===== config.mk =====
export PLATFORM = sky130hd
export DESIGN_NAME = asid_tlb
export DESIGN_NICKNAME = d
export VERILOG_FILES = /design/src/rtl/tlb_pkg.sv /design/src/rtl/tlb_cam.sv /design/src/rtl/tlb_pick.sv /design/src/rtl/tlb_lru.sv /design/src/rtl/asid_tlb.sv
export SDC_FILE = /design/constraint.sdc
export NUM_CORES = 2
export LEC_CHECK = 0
export BUFFER_PORTS_ARGS = -buffer_cell sky130_fd_sc_hd__buf_2
export CAP_MARGIN = 20
export CORE_MARGIN = 3
export CORE_UTILIZATION = 37
export CTS_BUF_LIST = sky130_fd_sc_hd__clkbuf_2 sky130_fd_sc_hd__clkbuf_4 sky130_fd_sc_hd__clkbuf_8
export DETAILED_ROUTE_END_ITERATION = 6
export PLACE_DENSITY_LB_ADDON = 0.25
export SLEW_MARGIN = 40
export SYNTH_ARGS = -nofsm -noshare
export SYNTH_HDL_FRONTEND = slang
export SYNTH_SLANG_ARGS = --single-unit
export TNS_END_PERCENT = 1

===== constraint.sdc =====
create_clock -name clk -period 10 [get_ports clk]
set_input_delay 1.5 -clock clk [delete_from_list [all_inputs] [get_ports clk]]
set_output_delay 1.5 -clock clk [all_outputs]
set_load 0.01 [all_outputs]

===== src/rtl/tlb_pkg.sv =====
package tlb_pkg;
    typedef enum logic {
        ST_READY     = 1'b0,
        ST_MISS_WAIT = 1'b1
    } tlb_state_e;
endpackage


===== src/rtl/tlb_cam.sv =====
module tlb_cam #(
    parameter int ENTRIES = 16,
    parameter int VPN_W   = 20,
    parameter int ASID_W  = 4
) (
    input  logic [ENTRIES-1:0]             slot_valid,
    input  logic [ENTRIES-1:0][VPN_W-1:0]  slot_vpn,
    input  logic [ENTRIES-1:0][ASID_W-1:0] slot_asid,
    input  logic [VPN_W-1:0]               key_vpn,
    input  logic [ASID_W-1:0]              key_asid,
    output logic [ENTRIES-1:0]             match
);
    for (genvar i = 0; i < ENTRIES; i++) begin : g_cmp
        assign match[i] = slot_valid[i]
                       && (slot_vpn[i] == key_vpn)
                       && (slot_asid[i] == key_asid);
    end
endmodule


===== src/rtl/tlb_pick.sv =====
module tlb_pick #(
    parameter int ENTRIES = 16,
    localparam int IDX_W = $clog2(ENTRIES)
) (
    input  logic [ENTRIES-1:0] vec,
    output logic               any,
    output logic [IDX_W-1:0]   idx
);
    always_comb begin
        idx = '0;
        for (int i = ENTRIES - 1; i >= 0; i--) begin
            if (vec[i]) idx = IDX_W'(i);
        end
        any = |vec;
    end
endmodule


===== src/rtl/tlb_lru.sv =====
module tlb_lru #(
    parameter int ENTRIES = 16,
    localparam int IDX_W = $clog2(ENTRIES)
) (
    input  logic             clk,
    input  logic             rst_n,
    input  logic             touch,
    input  logic [IDX_W-1:0] touch_idx,
    output logic [IDX_W-1:0] victim
);
    localparam logic [IDX_W-1:0] OLDEST = IDX_W'(ENTRIES - 1);

    logic [ENTRIES-1:0][IDX_W-1:0] age_q;
    logic [ENTRIES-1:0]            is_old;

    always_ff @(posedge clk) begin
        if (!rst_n) begin
            for (int i = 0; i < ENTRIES; i++) age_q[i] <= IDX_W'(i);
        end else if (touch) begin
            for (int i = 0; i < ENTRIES; i++) begin
                if (IDX_W'(i) == touch_idx)          age_q[i] <= '0;
                else if (age_q[i] < age_q[touch_idx]) age_q[i] <= age_q[i] + 1'b1;
            end
        end
    end

    for (genvar i = 0; i < ENTRIES; i++) begin : g_old
        assign is_old[i] = (age_q[i] == OLDEST);
    end

    tlb_pick #(.ENTRIES(ENTRIES)) u_old_pick (
        .vec (is_old),
        .any (),
        .idx (victim)
    );


    oldest_unique_chk: assert property (@(posedge clk) disable iff (!rst_n)
        $countones(is_old) == 1);
endmodule


===== src/rtl/asid_tlb.sv =====
module asid_tlb
    import tlb_pkg::*;
#(
    parameter int ENTRIES = 16,
    parameter int VPN_W   = 20,
    parameter int PFN_W   = 16,
    parameter int PROT_W  = 3,
    parameter int ASID_W  = 4
) (
    input  logic              clk,
    input  logic              rst_n,
    input  logic              req_valid,
    input  logic              req_store,
    input  logic [VPN_W-1:0]  req_vpn,
    input  logic [ASID_W-1:0] req_asid,
    output logic              rsp_valid,
    output logic              rsp_hit,
    output logic [PFN_W-1:0]  rsp_pfn,
    output logic [PROT_W-1:0] rsp_prot,
    output logic              rsp_mod,
    output logic              rsp_ref,
    output logic              dup_err,
    output logic              miss,
    output logic [VPN_W-1:0]  miss_vpn,
    output logic [ASID_W-1:0] miss_asid,
    input  logic              fill_valid,
    input  logic [VPN_W-1:0]  fill_vpn,
    input  logic [ASID_W-1:0] fill_asid,
    input  logic [PFN_W-1:0]  fill_pfn,
    input  logic [PROT_W-1:0] fill_prot,
    input  logic              flush_all,
    input  logic              flush_one,
    input  logic [ASID_W-1:0] flush_asid
);
    localparam int IDX_W = $clog2(ENTRIES);

    tlb_state_e state_q, state_d;

    logic [ENTRIES-1:0]             valid_q;
    logic [ENTRIES-1:0][VPN_W-1:0]  vpn_q;
    logic [ENTRIES-1:0][ASID_W-1:0] asid_q;
    logic [ENTRIES-1:0][PFN_W-1:0]  pfn_q;
    logic [ENTRIES-1:0][PROT_W-1:0] prot_q;
    logic [ENTRIES-1:0]             mod_q;
    logic [ENTRIES-1:0]             ref_q;

    logic              rsp_valid_q, rsp_hit_q, rsp_mod_q, rsp_ref_q, dup_q;
    logic [PFN_W-1:0]  rsp_pfn_q;
    logic [PROT_W-1:0] rsp_prot_q;
    logic [VPN_W-1:0]  miss_vpn_q;
    logic [ASID_W-1:0] miss_asid_q;

    logic [ENTRIES-1:0] match;
    logic               hit, has_free, multi;
    logic [IDX_W-1:0]   hit_idx, free_idx, victim, fill_slot, touch_idx;
    logic               do_flush_all, do_flush_one, do_fill, do_lookup, touch;

    // request arbitration: flush_all > flush_one > fill > lookup
    assign do_flush_all = flush_all;
    assign do_flush_one = !flush_all && flush_one;
    assign do_fill      = !flush_all && !flush_one && fill_valid;
    assign do_lookup    = !flush_all && !flush_one && !fill_valid
                       && req_valid && (state_q == ST_READY);

    tlb_cam #(.ENTRIES(ENTRIES), .VPN_W(VPN_W), .ASID_W(ASID_W)) u_cam (
        .slot_valid (valid_q),
        .slot_vpn   (vpn_q),
        .slot_asid  (asid_q),
        .key_vpn    (req_vpn),
        .key_asid   (req_asid),
        .match      (match)
    );

    tlb_pick #(.ENTRIES(ENTRIES)) u_hit_pick (
        .vec (match),
        .any (hit),
        .idx (hit_idx)
    );

    tlb_pick #(.ENTRIES(ENTRIES)) u_free_pick (
        .vec (~valid_q),
        .any (has_free),
        .idx (free_idx)
    );

    tlb_lru #(.ENTRIES(ENTRIES)) u_lru (
        .clk       (clk),
        .rst_n     (rst_n),
        .touch     (touch),
        .touch_idx (touch_idx),
        .victim    (victim)
    );

    assign multi     = |(match & (match - ENTRIES'(1)));
    assign fill_slot = has_free ? free_idx : victim;
    assign touch     = do_fill || (do_lookup && hit);
    assign touch_idx = do_fill ? fill_slot : hit_idx;

    // state register
    always_ff @(posedge clk) begin
        if (!rst_n) state_q <= ST_READY;
        else        state_q <= state_d;
    end

    // next state
    always_comb begin
        state_d = state_q;
        unique case (state_q)
            ST_READY:     if (do_lookup && !hit) state_d = ST_MISS_WAIT;
            ST_MISS_WAIT: if (do_fill)           state_d = ST_READY;
        endcase
    end

    // slot storage
    always_ff @(posedge clk) begin
        if (!rst_n) begin
            valid_q <= '0;
            vpn_q   <= '0;
            asid_q  <= '0;
            pfn_q   <= '0;
            prot_q  <= '0;
            mod_q   <= '0;
            ref_q   <= '0;
        end else if (do_flush_all) begin
            valid_q <= '0;
        end else if (do_flush_one) begin
            for (int i = 0; i < ENTRIES; i++) begin
                if (asid_q[i] == flush_asid) valid_q[i] <= 1'b0;
            end
        end else if (do_fill) begin
            valid_q[fill_slot] <= 1'b1;
            vpn_q[fill_slot]   <= fill_vpn;
            asid_q[fill_slot]  <= fill_asid;
            pfn_q[fill_slot]   <= fill_pfn;
            prot_q[fill_slot]  <= fill_prot;
            mod_q[fill_slot]   <= 1'b0;
            ref_q[fill_slot]   <= 1'b0;
        end else if (do_lookup && hit) begin
            ref_q[hit_idx] <= 1'b1;
            if (req_store) mod_q[hit_idx] <= 1'b1;
        end
    end

    // response and miss capture registers
    always_ff @(posedge clk) begin
        if (!rst_n) begin
            rsp_valid_q <= 1'b0;
            rsp_hit_q   <= 1'b0;
            dup_q       <= 1'b0;
            rsp_pfn_q   <= '0;
            rsp_prot_q  <= '0;
            rsp_mod_q   <= 1'b0;
            rsp_ref_q   <= 1'b0;
            miss_vpn_q  <= '0;
            miss_asid_q <= '0;
        end else begin
            rsp_valid_q <= do_lookup;
            rsp_hit_q   <= do_lookup && hit;
            dup_q       <= do_lookup && multi;
            if (do_lookup && hit) begin
                rsp_pfn_q  <= pfn_q[hit_idx];
                rsp_prot_q <= prot_q[hit_idx];
                rsp_mod_q  <= mod_q[hit_idx] || req_store;
                rsp_ref_q  <= 1'b1;
            end else begin
                rsp_pfn_q  <= '0;
                rsp_prot_q <= '0;
                rsp_mod_q  <= 1'b0;
                rsp_ref_q  <= 1'b0;
            end
            if (do_lookup && !hit) begin
                miss_vpn_q  <= req_vpn;
                miss_asid_q <= req_asid;
            end
        end
    end

    // outputs
    always_comb begin
        rsp_valid = rsp_valid_q;
        rsp_hit   = rsp_hit_q;
        rsp_pfn   = rsp_pfn_q;
        rsp_prot  = rsp_prot_q;
        rsp_mod   = rsp_mod_q;
        rsp_ref   = rsp_ref_q;
        dup_err   = dup_q;
        miss      = (state_q == ST_MISS_WAIT);
        miss_vpn  = miss_vpn_q;
        miss_asid = miss_asid_q;
    end


    miss_enter_chk: assert property (@(posedge clk) disable iff (!rst_n)
        (state_q == ST_READY && do_lookup && !hit) |=> (state_q == ST_MISS_WAIT));


    miss_hold_chk: assert property (@(posedge clk) disable iff (!rst_n)
        (state_q == ST_MISS_WAIT) |=> ($stable(miss_vpn_q) && $stable(miss_asid_q)));


    miss_quiet_chk: assert property (@(posedge clk) disable iff (!rst_n)
        (state_q == ST_MISS_WAIT) |=> !rsp_valid_q);


    hit_ref_chk: assert property (@(posedge clk) disable iff (!rst_n)
        rsp_hit_q |-> (rsp_ref_q && rsp_valid_q));


    flush_clear_chk: assert property (@(posedge clk) disable iff (!rst_n)
        flush_all |=> (valid_q == '0));


    dup_hit_chk: assert property (@(posedge clk) disable iff (!rst_n)
        dup_q |-> rsp_hit_q);
endmodule


==> impl_metrics.tcl <==
set metrics [dict create \
    status "complete, no violations" \
    p_sw_mw 1.834 \
    routed_wl_mm 158.5 \
    ant_nets 0 \
    hpwl_mm 95.06 \
    slew_violations 0 \
    htreeDepth 4 \
    yosysWarnings 0 \
    placement.io_buffers 126 \
    grt_overflow 0 \
    path_clk_slew_ns 0.06 \
    drt_first_iter_violations 4433 \
    async_flop_share 0 \
    cts_buffers 143 \
    cts_tree "built" \
    grtUsageTotal 0.2627 \
    cp_top_family "compound AO/OA/AOI/OAI gates" \
    path_cells "buf_2 -> xor2_1 -> nor4_1 -> nand4b_1 -> or4_4 -> a221oi_2 -> o221ai_1 -> o31a_4 -> mux2_2 -> o211ai_1 -> o21ai_0 -> o21ai_1 -> buf_4 -> ha_1 -> o21a_1 -> o21ai_0 -> a21oi_1 -> or4_1 -> o311ai_0" \
    finalPower_mw 7.049 \
    dieArea_um2 116300 \
    fin_setup_tns_ns 0 \
    power_density_nw_per_um2 152.5 \
    max_slew.worst_pin.slew_ns 0.9538 \
    ff2ff_path_depth 18 \
    post_cts.repair.setup_buffers 0 \
    cts-root-buf "clkbuf_8" \
    synth.net_count 5529 \
    rrSetupSlack_ns 3.87 \
    path_max_fanout 37 \
    relSlewSlack 0.3641 \
    core-area_um2 111000 \
    io_pins 127 \
    hold_viol 0 \
    grt_antenna_before_repair 10 \
    start_util 0.3741 \
    synth_area_um2 41510 \
    vias 38950 \
    die_h_um 341.0 \
    layout_common_cells "1610 x nand2_1, 832 x dfxtp_1, 752 x a21oi_1" \
    setup_viol 0 \
    seq_area_frac_synth 0.4012 \
    total_leakage_power_nw 15.91 \
    p_clk_frac 0.464 \
    num_rows 122 \
    wl_per_cell_um 22.95 \
    rsz0062_at_grt "no" \
    final_cells 6906 \
    synthCells 5387 \
    clk_latency_ns 0.85 \
    cts_sinks 832 \
    critPathBufInv 2 \
    synth_edf_count 0 \
    drc 0 \
    swShare 0.2602 \
    combPwrFrac 0.064 \
    seq_power_share 0.473 \
    cp.required_ns 10.71 \
    routed_via_density 5.641 \
    final_common_cell "nand2_1" \
    min_period_ns 7.228 \
    grt_max_degree 109 \
    internal-power_mw 5.215 \
    peakVddDrop_mv 0.1090 \
    layout.nets 5451 \
    hold_ws_ns 0.4510 \
    synth-seq-cells 832 \
    end_kind "register" \
    holdPathEnd "pfn_q[9]$_SDFFE_PN0P_" \
    crit_type "primary input to register" \
    slowest_delay_ns 0.62 \
    reg2reg_to "u_lru.age_q[22]$_SDFFE_PN1P_" \
    synthToLayoutAreaGrowth_pct 11.35 \
    grt_pass1_vias 35920 \
    synth-main-ff-cell "dfxtp_1" \
    grt_pass1_wl_mm 233.8 \
    drive_above_1_share 0.1144 \
    avgSynthCellArea_um2 7.706 \
    crit_arrival_ns 7.94 \
    drt_first_pass_iters 6 \
    post_cts_resized 0 \
    startpoint_type "primary input" \
    cap_violations 0 \
    clock_skew_ns 0.04312 \
    post-route-period-util 0.7228 \
    hp-class "register to register" \
    ctsHoldBuffers 0 \
    synth_cell_types 85 \
    die_w_um 341.0 \
    crit_path_top_delay_cell "buf_2" \
    fmax_mhz 138.3 \
    rr_startpoint "vpn_q[289]$_SDFFE_PN0P_" \
    clock_path_buffers 3 \
    hold_depth 2 \
    cp_common_cell "o21ai_0" \
    place_inst 6652 \
    min_from "pfn_q[9]$_SDFFE_PN0P_" \
    gp_congestion 0.9552 \
]
## metal layers
| layer | GRT usage | share of wire | up-vias |
|---|---|---|---|
| li1 | - | - | 18100 |
| met1 | 0.3585 | 0.43 | 18700 |
| met2 | 0.4062 | 0.44 | 1792 |
| met3 | 0.05394 | 0.094 | 357 |
| met4 | 0.1026 | 0.037 | 2 |
| met5 | 0 | 0.000082 | - |
## worst min-delay path, cell delays in order, from the launching register on
cell	delay, ns
dfxtp_1	0.30
nand2_1	0.05
a21oi_1	0.05
## cells in the mapped netlist, types with 13 or more instances
master / number / area share
a22oi_1: 56 / 0.010
xor2_1: 215 / 0.045
xnor2_1: 232 / 0.049
and3_1: 20 / 0.0030
or4_1: 19 / 0.0034
mux2i_1: 131 / 0.032
clkbuf_1: 369 / 0.033
dfxtp_1: 832 / 0.40
ha_1: 64 / 0.019
inv_1: 40 / 0.0036
mux2_2: 88 / 0.024
nand3_1: 69 / 0.0083
nor4_1: 71 / 0.011
o21a_1: 15 / 0.0027
nand4_1: 108 / 0.016
a311oi_1: 16 / 0.0034
nor3_1: 56 / 0.0068
nand2b_1: 13 / 0.0020
o211ai_1: 30 / 0.0054
nand2_1: 1626 / 0.15
a21oi_1: 752 / 0.091
o21ai_0: 134 / 0.016
nor2_1: 135 / 0.012
a31oi_1: 13 / 0.0020
buf_2: 46 / 0.0055
and2_1: 16 / 0.0024
## area by class of cell
type | instances | area [µm²]
fillers | 11180 | 64750
clock buffers | 225 | 2753
repair buffers | 211 | 1379
clock inverters | 21 | 205.2
inverters | 41 | 161.4
diodes | 8 | 20.02
multi-input cells | 4080 | 23190
flip-flops and latches | 832 | 16660
well taps | 1488 | 1862
## worst max-delay path by stage
| stage | cells after the start | end | startpoint | slack, ns |
|---|---|---|---|---|
| floorplan | 21 | u_lru.age_q[47]$_SDFFE_PN1P_ | req_vpn[14] | 2.55 |
| global placement | 19 | u_lru.age_q[54]$_SDFFE_PN1P_ | req_vpn[10] | 1.72 |
| detailed placement | 18 | u_lru.age_q[62]$_SDFFE_PN1P_ | req_vpn[9] | 1.99 |
| CTS | 18 | u_lru.age_q[61]$_SDFFE_PN1P_ | req_vpn[9] | 2.89 |
| global route | 19 | u_lru.age_q[22]$_SDFFE_PN1P_ | req_vpn[9] | 2.41 |
| finish | 19 | u_lru.age_q[22]$_SDFFE_PN1P_ | req_vpn[9] | 2.77 |
## logic make-up after synthesis
kind of cell               count (synthesis)  synth area share
adders and majority gates                 65           0.01953
DFF                                      832            0.4012
buffers and inverters                    475           0.04560
AOI/OAI and AO/OA                       1128            0.1551
muxes                                    219           0.05546
xor gates and xnor gates                 448           0.09470
and+or+nand+nor                         2220            0.2284
## flip-flops by register name, indices dropped and copies added, names as in the netlist
signal / cells
asid_q: 64
dup_err: 1
miss: 1
miss_asid: 4
miss_vpn: 20
mod_q: 16
pfn_q: 256
prot_q: 48
rsp_hit: 1
rsp_mod: 1
rsp_pfn: 16
rsp_prot: 3
rsp_valid: 1
u_lru.age_q: 64
valid_q: 16
vpn_q: 320
## stage by stage
step | setup WS (ns) | utilization | cell area [µm²]
after floorplan | 2.549 | - | 41510
after global placement | 1.722 | 0.3883 | 43100
after detailed placement | 1.988 | 0.3896 | 43230
after CTS | 2.891 | 0.4162 | 46190
after global routing | 2.413 | 0.4165 | 46220
final | 2.772 | 0.4166 | 46230
## power groups by stage
stage	logic (mW)	clock network, mW	registers [mW]
floorplan	0.268	0	3.40
global placement	0.427	0	3.40
detailed placement	0.432	0	3.40
CTS	0.433	3.32	3.33
global route	0.463	3.46	3.33
finish	0.448	3.27	3.33
Power figures use the tool's default switching activity.
